## config.mk

```make
export PLATFORM = sky130hd
export DESIGN_NAME = inorder_rob
export DESIGN_NICKNAME = d
export VERILOG_FILES = /design/src/rtl/rob_pkg.sv /design/src/rtl/rob_alloc.sv /design/src/rtl/rob_entries.sv /design/src/rtl/rob_commit.sv /design/src/rtl/inorder_rob.sv
export SDC_FILE = /design/constraint.sdc
export NUM_CORES = 1
export LEC_CHECK = 0
export BUFFER_PORTS_ARGS = -buffer_cell sky130_fd_sc_hd__buf_2
export CAP_MARGIN = 20
export CORE_MARGIN = 3
export CORE_UTILIZATION = 45
export CTS_BUF_LIST = sky130_fd_sc_hd__clkbuf_8
export DETAILED_ROUTE_END_ITERATION = 7
export HOLD_SLACK_MARGIN = 0.08
export REMOVE_ABC_BUFFERS = 1
export SLEW_MARGIN = 20
export SYNTH_ARGS = -nofsm -noshare
export SYNTH_HDL_FRONTEND = slang
export SYNTH_SLANG_ARGS = --single-unit
```

## constraint.sdc

```tcl
create_clock -name clk -period 4.9 [get_ports clk]
set_input_delay 0.98 -clock clk [delete_from_list [all_inputs] [get_ports clk]]
set_output_delay 0.98 -clock clk [all_outputs]
set_load 0.01 [all_outputs]
```

## src/rtl/rob_pkg.sv

```systemverilog
package rob_pkg;

    typedef enum logic [1:0] {
        OP_EXEC   = 2'd0,
        OP_NOEXEC = 2'd1,
        OP_FENCE  = 2'd2,
        OP_RSVD   = 2'd3
    } op_kind_e;

    function automatic logic kind_needs_unit(op_kind_e k);
        return (k != OP_NOEXEC) && (k != OP_FENCE);
    endfunction

    function automatic logic kind_is_fence(op_kind_e k);
        return k == OP_FENCE;
    endfunction

endpackage

```

## src/rtl/rob_alloc.sv

```systemverilog
module rob_alloc
    import rob_pkg::*;
#(
    parameter int DEPTH = 32,
    parameter int WIDTH = 4,
    parameter int CNT_W = $clog2(WIDTH + 1),
    parameter int PTR_W = $clog2(DEPTH) + 1
) (
    input  logic [CNT_W-1:0] req_cnt,
    input  op_kind_e         kinds [WIDTH],
    input  logic [PTR_W-1:0] occ,
    input  logic             fence_pending,
    output logic [CNT_W-1:0] accept,
    output logic             fence_alloc,
    output logic             stall
);

    logic [CNT_W-1:0] req_eff;
    logic [CNT_W-1:0] lim;
    logic             fence_head;
    logic             found;
    logic [PTR_W-1:0] free_cnt;

    always_comb begin
        req_eff    = (32'(req_cnt) > WIDTH) ? CNT_W'(WIDTH) : req_cnt;
        lim        = req_eff;
        fence_head = 1'b0;
        found      = 1'b0;
        for (int s = 0; s < WIDTH; s++) begin
            if (!found && (s < int'(req_eff)) && kind_is_fence(kinds[s])) begin
                found = 1'b1;
                lim   = CNT_W'(s);
                if (s == 0) fence_head = 1'b1;
            end
        end
        free_cnt    = PTR_W'(DEPTH) - occ;
        accept      = '0;
        fence_alloc = 1'b0;
        if (!fence_pending) begin
            if (fence_head) begin
                if (occ == '0) begin
                    accept      = CNT_W'(1);
                    fence_alloc = 1'b1;
                end
            end else if (32'(lim) > 32'(free_cnt)) begin
                accept = CNT_W'(free_cnt);
            end else begin
                accept = lim;
            end
        end
        stall = (accept != req_eff);
    end

endmodule

```

## src/rtl/rob_entries.sv

```systemverilog
module rob_entries
    import rob_pkg::*;
#(
    parameter int DEPTH = 32,
    parameter int WIDTH = 4,
    parameter int CNT_W = $clog2(WIDTH + 1),
    parameter int IDX_W = $clog2(DEPTH)
) (
    input  logic             clk,
    input  logic             rst,
    input  logic [IDX_W-1:0] tail_idx,
    input  logic [CNT_W-1:0] accept,
    input  op_kind_e         kinds [WIDTH],
    input  logic             cmp_valid,
    input  logic [IDX_W-1:0] cmp_idx,
    output logic [DEPTH-1:0] done,
    output logic [DEPTH-1:0] is_fence
);

    for (genvar i = 0; i < DEPTH; i++) begin : g_ent
        logic [IDX_W-1:0] off;
        logic             wr;
        op_kind_e         wkind;

        assign off = IDX_W'(i) - tail_idx;
        assign wr  = 32'(off) < 32'(accept);

        always_comb begin
            wkind = OP_EXEC;
            for (int s = 0; s < WIDTH; s++) begin
                if (off == IDX_W'(s)) wkind = kinds[s];
            end
        end

        always_ff @(posedge clk) begin
            if (rst) begin
                done[i]     <= 1'b0;
                is_fence[i] <= 1'b0;
            end else if (wr) begin
                done[i]     <= !kind_needs_unit(wkind);
                is_fence[i] <= kind_is_fence(wkind);
            end else if (cmp_valid && (cmp_idx == IDX_W'(i))) begin
                done[i]     <= 1'b1;
            end
        end
    end

endmodule

```

## src/rtl/rob_commit.sv

```systemverilog
module rob_commit #(
    parameter int DEPTH = 32,
    parameter int WIDTH = 4,
    parameter int CNT_W = $clog2(WIDTH + 1),
    parameter int IDX_W = $clog2(DEPTH),
    parameter int PTR_W = IDX_W + 1
) (
    input  logic [DEPTH-1:0] done,
    input  logic [DEPTH-1:0] is_fence,
    input  logic [IDX_W-1:0] head_idx,
    input  logic [PTR_W-1:0] occ,
    output logic [CNT_W-1:0] cnt,
    output logic             fence_retired
);

    logic             run;
    logic [IDX_W-1:0] idx;

    always_comb begin
        run           = 1'b1;
        cnt           = '0;
        fence_retired = 1'b0;
        idx           = head_idx;
        for (int s = 0; s < WIDTH; s++) begin
            idx = head_idx + IDX_W'(s);
            if (run && (s < int'(occ)) && done[idx]) begin
                cnt = cnt + CNT_W'(1);
                if (is_fence[idx]) fence_retired = 1'b1;
            end else begin
                run = 1'b0;
            end
        end
    end

endmodule

```

## src/rtl/inorder_rob.sv

```systemverilog
module inorder_rob
    import rob_pkg::*;
#(
    parameter int DEPTH = 32,
    parameter int WIDTH = 4,
    localparam int IDX_W = $clog2(DEPTH),
    localparam int PTR_W = IDX_W + 1,
    localparam int CNT_W = $clog2(WIDTH + 1)
) (
    input  logic               clk,
    input  logic               rst,
    input  logic [CNT_W-1:0]   iss_cnt,
    input  logic [2*WIDTH-1:0] iss_kind,
    output logic [CNT_W-1:0]   iss_accept,
    output logic [IDX_W-1:0]   iss_tail,
    output logic               iss_stall,
    input  logic               cmp_valid,
    input  logic [IDX_W-1:0]   cmp_idx,
    output logic [CNT_W-1:0]   cmt_cnt,
    output logic [IDX_W-1:0]   cmt_idx
);

    logic [PTR_W-1:0] head_ptr, tail_ptr, occ;
    logic             fence_pending;
    logic             fence_alloc;
    logic             fence_retired;
    logic [DEPTH-1:0] done_v, fence_v;
    op_kind_e         kinds [WIDTH];

    for (genvar s = 0; s < WIDTH; s++) begin : g_kind
        assign kinds[s] = op_kind_e'(iss_kind[2*s +: 2]);
    end

    assign occ = tail_ptr - head_ptr;

    rob_alloc #(.DEPTH(DEPTH), .WIDTH(WIDTH), .CNT_W(CNT_W), .PTR_W(PTR_W)) u_alloc (
        .req_cnt       (iss_cnt),
        .kinds         (kinds),
        .occ           (occ),
        .fence_pending (fence_pending),
        .accept        (iss_accept),
        .fence_alloc   (fence_alloc),
        .stall         (iss_stall)
    );

    rob_entries #(.DEPTH(DEPTH), .WIDTH(WIDTH), .CNT_W(CNT_W), .IDX_W(IDX_W)) u_ent (
        .clk       (clk),
        .rst       (rst),
        .tail_idx  (tail_ptr[IDX_W-1:0]),
        .accept    (iss_accept),
        .kinds     (kinds),
        .cmp_valid (cmp_valid),
        .cmp_idx   (cmp_idx),
        .done      (done_v),
        .is_fence  (fence_v)
    );

    rob_commit #(.DEPTH(DEPTH), .WIDTH(WIDTH), .CNT_W(CNT_W), .IDX_W(IDX_W), .PTR_W(PTR_W)) u_cmt (
        .done          (done_v),
        .is_fence      (fence_v),
        .head_idx      (head_ptr[IDX_W-1:0]),
        .occ           (occ),
        .cnt           (cmt_cnt),
        .fence_retired (fence_retired)
    );

    always_ff @(posedge clk) begin
        if (rst) begin
            head_ptr      <= '0;
            tail_ptr      <= '0;
            fence_pending <= 1'b0;
        end else begin
            head_ptr      <= head_ptr + PTR_W'(cmt_cnt);
            tail_ptr      <= tail_ptr + PTR_W'(iss_accept);
            fence_pending <= (fence_pending && !fence_retired) || fence_alloc;
        end
    end

    assign iss_tail = tail_ptr[IDX_W-1:0];
    assign cmt_idx  = head_ptr[IDX_W-1:0];

endmodule

```

==> impl_metrics.py, run 1 <==
metrics = {
    "status": {
        "status": "complete, but fails checks",
        "violations": "setup timing",
    },
    "final_layout": {
        "diodes": 0,
        "fin_area_um2": 10000,
        "final_cell_mix": "nor2_1 (85), ha_1 (80), mux4_2 (79)",
        "utilization_pct": 55.5,
        "area_delta_synth_final_pct": 20.1,
        "nets": 1079,
        "drive_above_1_share_pct": 35.3,
        "final_common_cell": "nor2_1",
    },
    "logic_synthesis": {
        "synth_edf_count": 0,
        "synth.distinct_cells": 59,
        "synth_warnings": 0,
        "ys_async_sr_fraction_pct": 0,
        "syn-cell-area_um2": 8350,
        "synthFlopType": "dfxtp_1",
        "seq_area_frac_synth_pct": 18.5,
        "synth.avg_cell_area_um2": 9.36,
        "synthCells": 892,
        "ys_seq_elements": 77,
    },
    "die": {
        "core_area_um2": 18100,
        "row_count": 49,
        "die_w_um": 142,
        "pin_count": 36,
        "fp.dieArea_um2": 20200,
        "initial_core_util_pct": 46.2,
        "die_h_um": 142,
    },
    "drt": {
        "via_per_inst": 6.32,
        "wirelength_mm": 27.4,
        "wl_per_cell_um": 22.8,
        "drt_pass1_iterations": 5,
        "drtIter0Drc": 629,
        "antenna_left": 0,
        "dr_total_vias": 7583,
        "drc": 0,
    },
    "timing": {
        "worst_pin_slew_ps": 1010,
        "finalCritPeriodShare_pct": 103,
        "hold_ws_ps": 506,
        "fin_crit_ps": 5070,
        "hold_viol": 0,
        "setup_slack_ps": -167,
        "max-slew-margin-rel_pct": 32.4,
        "fmaxAchievable_ghz": 0.197,
        "finClkSkew_ps": 18.7,
        "rsz0062_at_grt": "true",
        "finalSetupViolations": 3,
        "drv_slew": 0,
    },
    "global_routing": {
        "grt_usage_pct": 26.8,
        "first_global_vias": 7090,
        "grt_pass1_wl_mm": 41.7,
        "antenna_found_initial": 0,
        "grt_max_degree": 70,
        "overflow": 0,
    },
    "worst_setup_path": {
        "rrSetupSlack_ps": 20,
        "crit_type": "register to output port",
        "required_ps": 3920,
        "startpoint_type": "register",
        "cp-end-kind": "output port",
        "critPathMaxFanout": 2,
        "critPathArrivalTime_ps": 4090,
    },
    "place": {
        "post-place-ws_ps": -96.1,
        "dp_hpwl_mm": 20.6,
        "io_buffers": 35,
        "place_area_um2": 9030,
        "gp_congestion": 0.966,
    },
    "power": {
        "ir_worst_vdd_v": 0.000339,
        "power.total_uw": 5270,
        "p_per_area_nw_per_um2": 525,
        "p_leak_uw": 0.00390,
    },
    "clock_tree": {
        "clk_pin_slew_ps": 100,
        "cts_buffers": 9,
        "clock-sinks": 77,
        "htreeDepth": 3,
        "clk_latency_ps": 380,
        "cts_tree": "built",
        "cts_buffer_depth": 2,
        "cts-root-buf": "clkbuf_8",
    },
    "min_path": {
        "hold_path_class": "register to register",
    },
    "flow_run": {
        "max_cap_violations": 0,
    },
}
## worst paths after layout
check              start            endpoint  depth (start not counted)
min          head_ptr[5]         head_ptr[5]                          2
max reg2reg  tail_ptr[0]  u_ent.is_fence[19]                         26
min reg2reg  head_ptr[5]         head_ptr[5]                          2
max          tail_ptr[0]           iss_stall                         19
## repair_timing
action                                  in CTS  in global routing
hold buffers                                 0                  0
pin swaps                                    7                 31
cloned                                       1                  1
resized for setup                           25                126
setup buffers                                3                 11
endpoints found under the setup margin      31                 69
## cell type report
type | count | area (um2)
fillers | 1650 | 8060
multi-input cells | 731 | 6950
clock buffers | 9 | 124
well taps | 229 | 287
clock inverters | 7 | 95.1
inverters | 32 | 139
flip-flops and latches | 77 | 1550
repair buffers | 115 | 890
## per-stage QoR
stage	setup TNS, ps	cells
2_1_floorplan	-164990	840
4_1_cts	-152	1189
5_1_grt	-3270	1200
6_report	-333	1200
3_5_place_dp	-1440	1169
3_3_place_gp	-209	1169
## registers in the layout, summed over array words and instances, names as in the netlist
register	count
fence_pending	1
u_ent.done	32
u_ent.is_fence	32
head_ptr	6
tail_ptr	6
## report_power, final
| group | switching [uW] | leakage (uW) | internal [uW] |
|---|---|---|---|
| logic | 2110 | 0.00316 | 1740 |
| registers | 142 | 0.000624 | 711 |
| clock network | 270 | 0.000112 | 289 |
## synthesized netlist by cell type, drive strengths merged, types with 6 or more instances
cell type	n	area (um2)
xnor2	47	412
a22oi	8	60.1
nand3	32	160
nor2	103	387
clkbuf	18	67.6
dfxtp	77	1540
mux4	79	1780
o21ai	16	80.1
inv	30	113
a21o	6	45.0
xor2	11	96.3
nor3	31	155
nand2	59	221
mux2i	30	300
buf	34	228
nor4	9	56.3
ha	91	1140
nor3b	7	52.6
mux2	22	248
nand4	8	50.1
nand2b	10	62.6
a211oi	20	150
and3	7	43.8
a21oi	64	328
nor2b	15	93.8
## routing by layer
metal / track usage, % / vias to the layer above / share of wire, %
li1: - / 3458 / -
met1: 39.2 / 3785 / 45
met2: 40.5 / 286 / 45
met3: 3.97 / 54 / 6.2
met4: 9.19 / 0 / 3.4
met5: 0 / - / 0
## kinds of logic (layout without fill, tap and decap cells)
group | Yosys count | after routing | synth area share, %
and+or+nand+nor | 304 | 304 | 17.3
AOI/OAI and AO/OA | 144 | 144 | 11.0
muxes | 131 | 131 | 27.9
adders and majority gates | 94 | 94 | 14.4
buffers and inverters | 84 | 163 | 4.98
DFF | 77 | 77 | 18.5
xor gates and xnor gates | 58 | 58 | 6.08
## worst max-delay path: stages (launching register included)
cell and delay [ps]:
dfxtp_2 350, inv_4 90, ha_4 150, inv_2 30, fa_2 540, inv_2 50, ha_4 270, inv_4 40
ha_4 260, nor2b_4 140, o21ai_2 60, a32oi_1 200, or3b_4 440, a21o_1 200, a21oi_2 160, a21oi_2 60
buf_4 130, o2111a_1 250, nor3_2 160, buf_2 150
(Power assumes the default switching activity.)
==> inputs of run 2 (changes only) <==
==> constraint.sdc (replaced) <==
create_clock -name clk -period 5.8 [get_ports clk]
set_input_delay 1.16 -clock clk [delete_from_list [all_inputs] [get_ports clk]]
set_output_delay 1.16 -clock clk [all_outputs]
set_load 0.01 [all_outputs]
==> run 2 against run 1 <==
  * The run now ends clean
  * First-iteration DRC count grew 22%
  * Cell area shrank 11%
  * Critical path type unchanged
  * Sequential share of layout area grew 2.0 points
  * Highest routed layer unchanged
  * Largest cell class unchanged
  * Critical endpoint is now cmt_cnt[1]
  * Via count shrank 5.4%
  * Register-to-register slack gained 510 ps
  * Global-route usage shrank 1.1 points
  * Utilization shrank 6.3 points
  * Count of clock-buffer cells in the layout is the same
  * Wire length shrank 6.1%
  * Final cell count shrank 4.9%
  * Clock power shrank 25%
  * Clock skew shrank 8.0 ps
==> impl_metrics.py, run 2 (same netlist as run 1, synthesis figures left out) <==
metrics = {
    "final_layout": {
        "top_regs": "u_ent.done (32), u_ent.is_fence (32)",
        "utilization_pct": 49.1,
        "drive_above_1_share_pct": 20.3,
        "diodes": 0,
        "nets": 1021,
        "final_common_cell": "nor2_1",
        "n_fill_cell": 1690,
        "final_cell_mix": "nor2_1 (103), ha_1 (91), mux4_2 (79)",
        "area_delta_synth_final_pct": 6.38,
        "finalNonFillerCells": 1141,
    },
    "place": {
        "dp_hpwl_mm": 20.4,
        "io_buffers": 35,
        "dp_cells": 1126,
        "gp_congestion": 0.981,
        "post-place-ws_ps": 309,
    },
    "clock_tree": {
        "cts_tree": "built",
        "htreeDepth": 3,
        "cts_buffer_depth": 2,
        "clock-sinks": 77,
        "cts_hold_buf": 0,
        "cts-root-buf": "clkbuf_8",
        "clk_latency_ps": 370,
        "cts_buffers": 9,
        "cts-resized-gates": 0,
        "cts_setup_buffers": 0,
        "clk_pin_slew_ps": 90,
    },
    "timing": {
        "drv_slew": 0,
        "setup_slack_ps": 294,
        "worst_pin_slew_ps": 943,
        "fin_crit_ps": 5510,
        "max-slew-margin-rel_pct": 37.1,
        "finalCritPeriodShare_pct": 94.9,
        "hold_ws_ps": 521,
        "hold_viol": 0,
        "finClkSkew_ps": 10.7,
        "finalSetupViolations": 0,
        "rsz0062_at_grt": "false",
        "fmaxAchievable_ghz": 0.182,
    },
    "global_routing": {
        "use_met2_pct": 38.3,
        "grt_pass1_wl_mm": 39.5,
        "first_global_vias": 6715,
        "antenna_found_initial": 0,
        "grt-busiest-layer": "met2",
        "use_met3_pct": 5.88,
        "grt_usage_pct": 25.7,
        "use_met1_pct": 36.2,
        "grt_max_degree": 78,
        "overflow": 0,
    },
    "worst_setup_path": {
        "cp_cell_sequence": "buf_4 > mux4_2 > mux4_2 > nand2_1 > o21ai_1 > o21a_1 > o211a_1 > ha_1 > xnor2_1 > ha_1 > o31a_1 > buf_2",
        "startpoint_type": "register",
        "cpPeakStageDelay_ps": 650,
        "critPathBufInv": 2,
        "critPathArrivalTime_ps": 4350,
        "cp-end-kind": "output port",
        "crit_type": "register to output port",
        "critPathMaxFanout": 52,
        "slowest_stage": "buf_4",
        "cp_top_family": "multiplexers",
        "required_ps": 4640,
    },
    "die": {
        "pin_count": 36,
        "die_w_um": 142,
        "fp.dieArea_um2": 20200,
        "initial_core_util_pct": 46.2,
        "core_area_um2": 18100,
        "row_count": 49,
        "die_h_um": 142,
    },
    "drt": {
        "dr_total_vias": 7176,
        "antenna_left": 0,
        "drc": 0,
        "drtIter0Drc": 769,
        "wl_per_cell_um": 22.5,
        "wirelength_mm": 25.7,
        "drt_pass1_iterations": 6,
        "via_per_inst": 6.29,
    },
    "power": {
        "ir_worst_vdd_v": 0.000211,
        "p_per_area_nw_per_um2": 399,
        "p_leak_uw": 0.00343,
        "power.total_uw": 3540,
    },
    "min_path": {
        "hold_path_class": "register to register",
    },
    "flow_run": {
        "max_cap_violations": 0,
    },
    "status": {
        "status": "complete, no violations",
    },
}
-- run 2: worst register-to-register path, stage by stage (launching register included) --
cell	delay, ps
dfxtp_1	390
inv_2	120
ha_1	170
inv_1	50
fa_2	580
inv_1	60
ha_1	290
inv_1	80
ha_1	300
nor2b_1	120
o21ai_0	80
a32oi_1	190
or3b_1	400
a21o_1	190
a21oi_1	140
a21oi_1	70
nand2b_1	260
ha_1	390
a21oi_1	200
nor2_1	90
or2_2	290
nor3_1	340
a211oi_1	100
a211oi_1	260
-- run 2: report_power, final --
part           switching, uW  internal, uW  total [uW]
clock                    220           197         417
sequential               119           600         718
combinational           1430           974        2400
-- run 2: path summary, 6_finish.rpt --
path / from / to / slack [ps] / cells after the start
worst max register to register: tail_ptr[0] / u_ent.done[19] / 530 / 23
worst min register to register: head_ptr[5] / head_ptr[5] / 520 / 2
worst min-delay path: head_ptr[5] / head_ptr[5] / 520 / 2
worst max-delay path: head_ptr[0] / cmt_cnt[1] / 290 / 12
-- run 2: final cells by class --
| cell class | count | area, um2 | area share, % |
|---|---|---|---|
| clock buffer | 9 | 124 | 1.39 |
| clock inverter | 6 | 62.6 | 0.704 |
| inverter | 32 | 120 | 1.35 |
| multi-input combinational | 731 | 6400 | 72.1 |
| sequential | 77 | 1550 | 17.4 |
| tap | 229 | 287 | 3.23 |
| timing repair buffer | 57 | 344 | 3.87 |
-- run 2: metal layers --
metal | up-vias | wire length [um]
li1 | 3349 | -
met1 | 3516 | 11400
met2 | 267 | 11300
met3 | 44 | 2030
met4 | 0 | 998
met5 | - | 0
-- run 2: per-stage QoR --
| stage | setup TNS (ps) | area [um2] |
|---|---|---|
| floorplan | -90650 | 8050 |
| global placement | 0 | 8680 |
| detailed placement | 0 | 8680 |
| CTS | 0 | 8870 |
| global route | 0 | 8880 |
| finish | 0 | 8880 |
==> inputs of run 3 (changes only) <==
--- a/config.mk
+++ b/config.mk
@@ -11,9 +11,8 @@
 export CORE_UTILIZATION = 45
 export CTS_BUF_LIST = sky130_fd_sc_hd__clkbuf_8
 export DETAILED_ROUTE_END_ITERATION = 7
-export HOLD_SLACK_MARGIN = 0.08
+export HOLD_SLACK_MARGIN = 0.05
 export REMOVE_ABC_BUFFERS = 1
-export SLEW_MARGIN = 20
 export SYNTH_ARGS = -nofsm -noshare
 export SYNTH_HDL_FRONTEND = slang
 export SYNTH_SLANG_ARGS = --single-unit
==> constraint.sdc (replaced) <==
create_clock -name clk -period 5.9 [get_ports clk]
set_input_delay 1.18 -clock clk [delete_from_list [all_inputs] [get_ports clk]]
set_output_delay 1.18 -clock clk [all_outputs]
set_load 0.01 [all_outputs]
==> run 3 against run 2 <==
  * Clock power increased by 10%
  * Global-route usage hardly changed
  * Worst hold slack got worse by 12 ps
  * Sequential power is 1% lower
  * First-iteration DRC count increased by 14%
  * Flip-flop and latch count stayed put
  * Wire length down 0.40%
  * Critical path type unchanged
  * Count of clock-buffer cells in the layout is the same
  * Final cell count down 0.35%
  * Die area stayed put
  * Setup slack lost 74 ps
  * Register-to-register slack better by 60 ps
  * Largest cell class unchanged
==> impl_metrics.py, run 3 (same netlist as run 1, synthesis figures left out) <==
metrics = {
    "clock_tree": {
        "cts_hold_buf": 0,
        "cts_buffer_depth": 2,
        "cts_setup_buffers": 0,
        "htreeDepth": 3,
        "clk_pin_slew_ps": 90,
        "clock-sinks": 77,
        "cts_buffers": 9,
        "cts-root-buf": "clkbuf_8",
        "clk_latency_ps": 370,
        "cts_tree": "built",
    },
    "drt": {
        "via_per_inst": 6.29,
        "dr_total_vias": 7151,
        "drt_pass1_iterations": 7,
        "drc": 0,
        "drtIter0Drc": 878,
        "wirelength_mm": 25.6,
        "wl_per_cell_um": 22.5,
        "antenna_left": 0,
    },
    "place": {
        "place_area_um2": 8670,
        "gp_congestion": 0.952,
        "post-place-ws_ps": 364,
        "dp_hpwl_mm": 20.3,
        "dp_cells": 1122,
        "io_buffers": 35,
    },
    "worst_setup_path": {
        "critPathArrivalTime_ps": 4500,
        "startpoint_type": "register",
        "crit_type": "register to output port",
        "cpPeakStageDelay_ps": 580,
        "path_common_cell": "ha_1",
        "required_ps": 4720,
        "reg2reg_depth": 23,
        "cp-end-kind": "output port",
        "slowest_stage": "mux4_2",
        "critPathMaxFanout": 32,
        "cp_cell_sequence": "inv_1 > ha_1 > buf_4 > mux4_2 > mux4_2 > mux2_2 > o211a_1 > ha_1 > xnor2_1 > ha_1 > o31a_1 > buf_2",
        "worstReg2RegEnd": "u_ent.is_fence[19]",
        "r2r-start": "tail_ptr[0]",
        "rrSetupSlack_ps": 590,
    },
    "timing": {
        "setup_slack_ps": 220,
        "finalSetupViolations": 0,
        "fmaxAchievable_ghz": 0.176,
        "max-slew-margin-rel_pct": 36.4,
        "finalCritPeriodShare_pct": 96.3,
        "fin_crit_ps": 5680,
        "finClkSkew_ps": 14.6,
        "hold_viol": 0,
        "rsz0062_at_grt": "false",
        "hold_ws_ps": 508,
        "drv_slew": 0,
        "worst_pin_slew_ps": 947,
    },
    "global_routing": {
        "grt_usage_pct": 25.6,
        "first_global_vias": 6707,
        "grt_pass1_wl_mm": 39.4,
        "grt_max_degree": 78,
        "overflow": 0,
        "antenna_found_initial": 0,
    },
    "die": {
        "row_count": 49,
        "pin_count": 36,
        "fp.dieArea_um2": 20200,
        "core_area_um2": 18100,
        "die_w_um": 142,
        "initial_core_util_pct": 46.2,
        "die_h_um": 142,
    },
    "status": {
        "status": "complete, no violations",
    },
    "final_layout": {
        "multi_input_area_um2": 6400,
        "seqCellArea_um2": 1550,
        "finalNonFillerCells": 1137,
        "final_cell_mix": "nor2_1 (103), ha_1 (91), mux4_2 (79)",
        "fin_area_um2": 8890,
        "diodes": 0,
        "nets": 1017,
        "drive_above_1_share_pct": 19.7,
        "n_fill_cell": 1725,
        "top_regs": "u_ent.done (32), u_ent.is_fence (32)",
        "utilization_pct": 49.1,
        "final_common_cell": "nor2_1",
        "area_delta_synth_final_pct": 6.43,
    },
    "flow_run": {
        "max_cap_violations": 0,
    },
    "min_path": {
        "hp-start": "head_ptr[5]",
        "hold_end": "head_ptr[5]",
        "min_path_cells": 2,
        "hold_path_class": "register to register",
    },
    "power": {
        "p_per_area_nw_per_um2": 395,
        "p_leak_uw": 0.00343,
        "ir_worst_vdd_v": 0.000238,
    },
}
[run 3: worst max-delay path by stage]
stage | from | end | slack, ps
after floorplan | head_ptr[0] | cmt_cnt[1] | -1770
after global placement | iss_cnt[2] | u_ent.is_fence[19] | 460
after detailed placement | iss_cnt[2] | u_ent.is_fence[19] | 360
after CTS | head_ptr[1] | cmt_cnt[1] | 170
after global routing | head_ptr[1] | cmt_cnt[1] | 5
final | head_ptr[1] | cmt_cnt[1] | 220
[run 3: critical path: cells and delay by family, from the launching register on]
family,cells,cell delay (ps)
buffers and inverters,3,790
multiplexers,3,1370
adder cells (fa/ha/maj),3,960
AO/OA/AOI/OAI,2,480
flip-flops,1,340
XOR/XNOR,1,150
[run 3: through the flow]
step,TNS (ps),power (uW)
floorplan,-82390,2430
global placement,0,3000
detailed placement,0,3020
CTS,0,3500
global route,0,3820
finish,0,3510
[run 3: timing repair]
action | in CTS | in global routing
resized for setup | 0 | 2
setup endpoints to repair | 0 | 2
hold endpoints to repair | 0 | 0
[run 3: final cells by class]
cell class                      instances  share of cell area [%]
Multi-Input combinational cell        731                    72.0
Sequential cell                        77                    17.4
Timing Repair Buffer                   53                    3.63
Tap cell                              229                    3.22
Clock buffer                            9                    1.39
Inverter                               32                    1.35
Clock inverter                          6                   0.986
[run 3: layer usage]
metal  up-vias  global-route usage, %  wire (um)
met1      3481                   36.1      11400
met2       281                   38.6      11300
met3        52                   5.58       1950
met4         0                   9.80        947
li1       3337                      -          -
met5         -                      0          0
[run 3: power breakdown]
part,internal (uW),switching (uW),leakage [uW]
clock,237,223,0.000111
combinational,948,1400,0.00269
sequential,589,120,0.000624
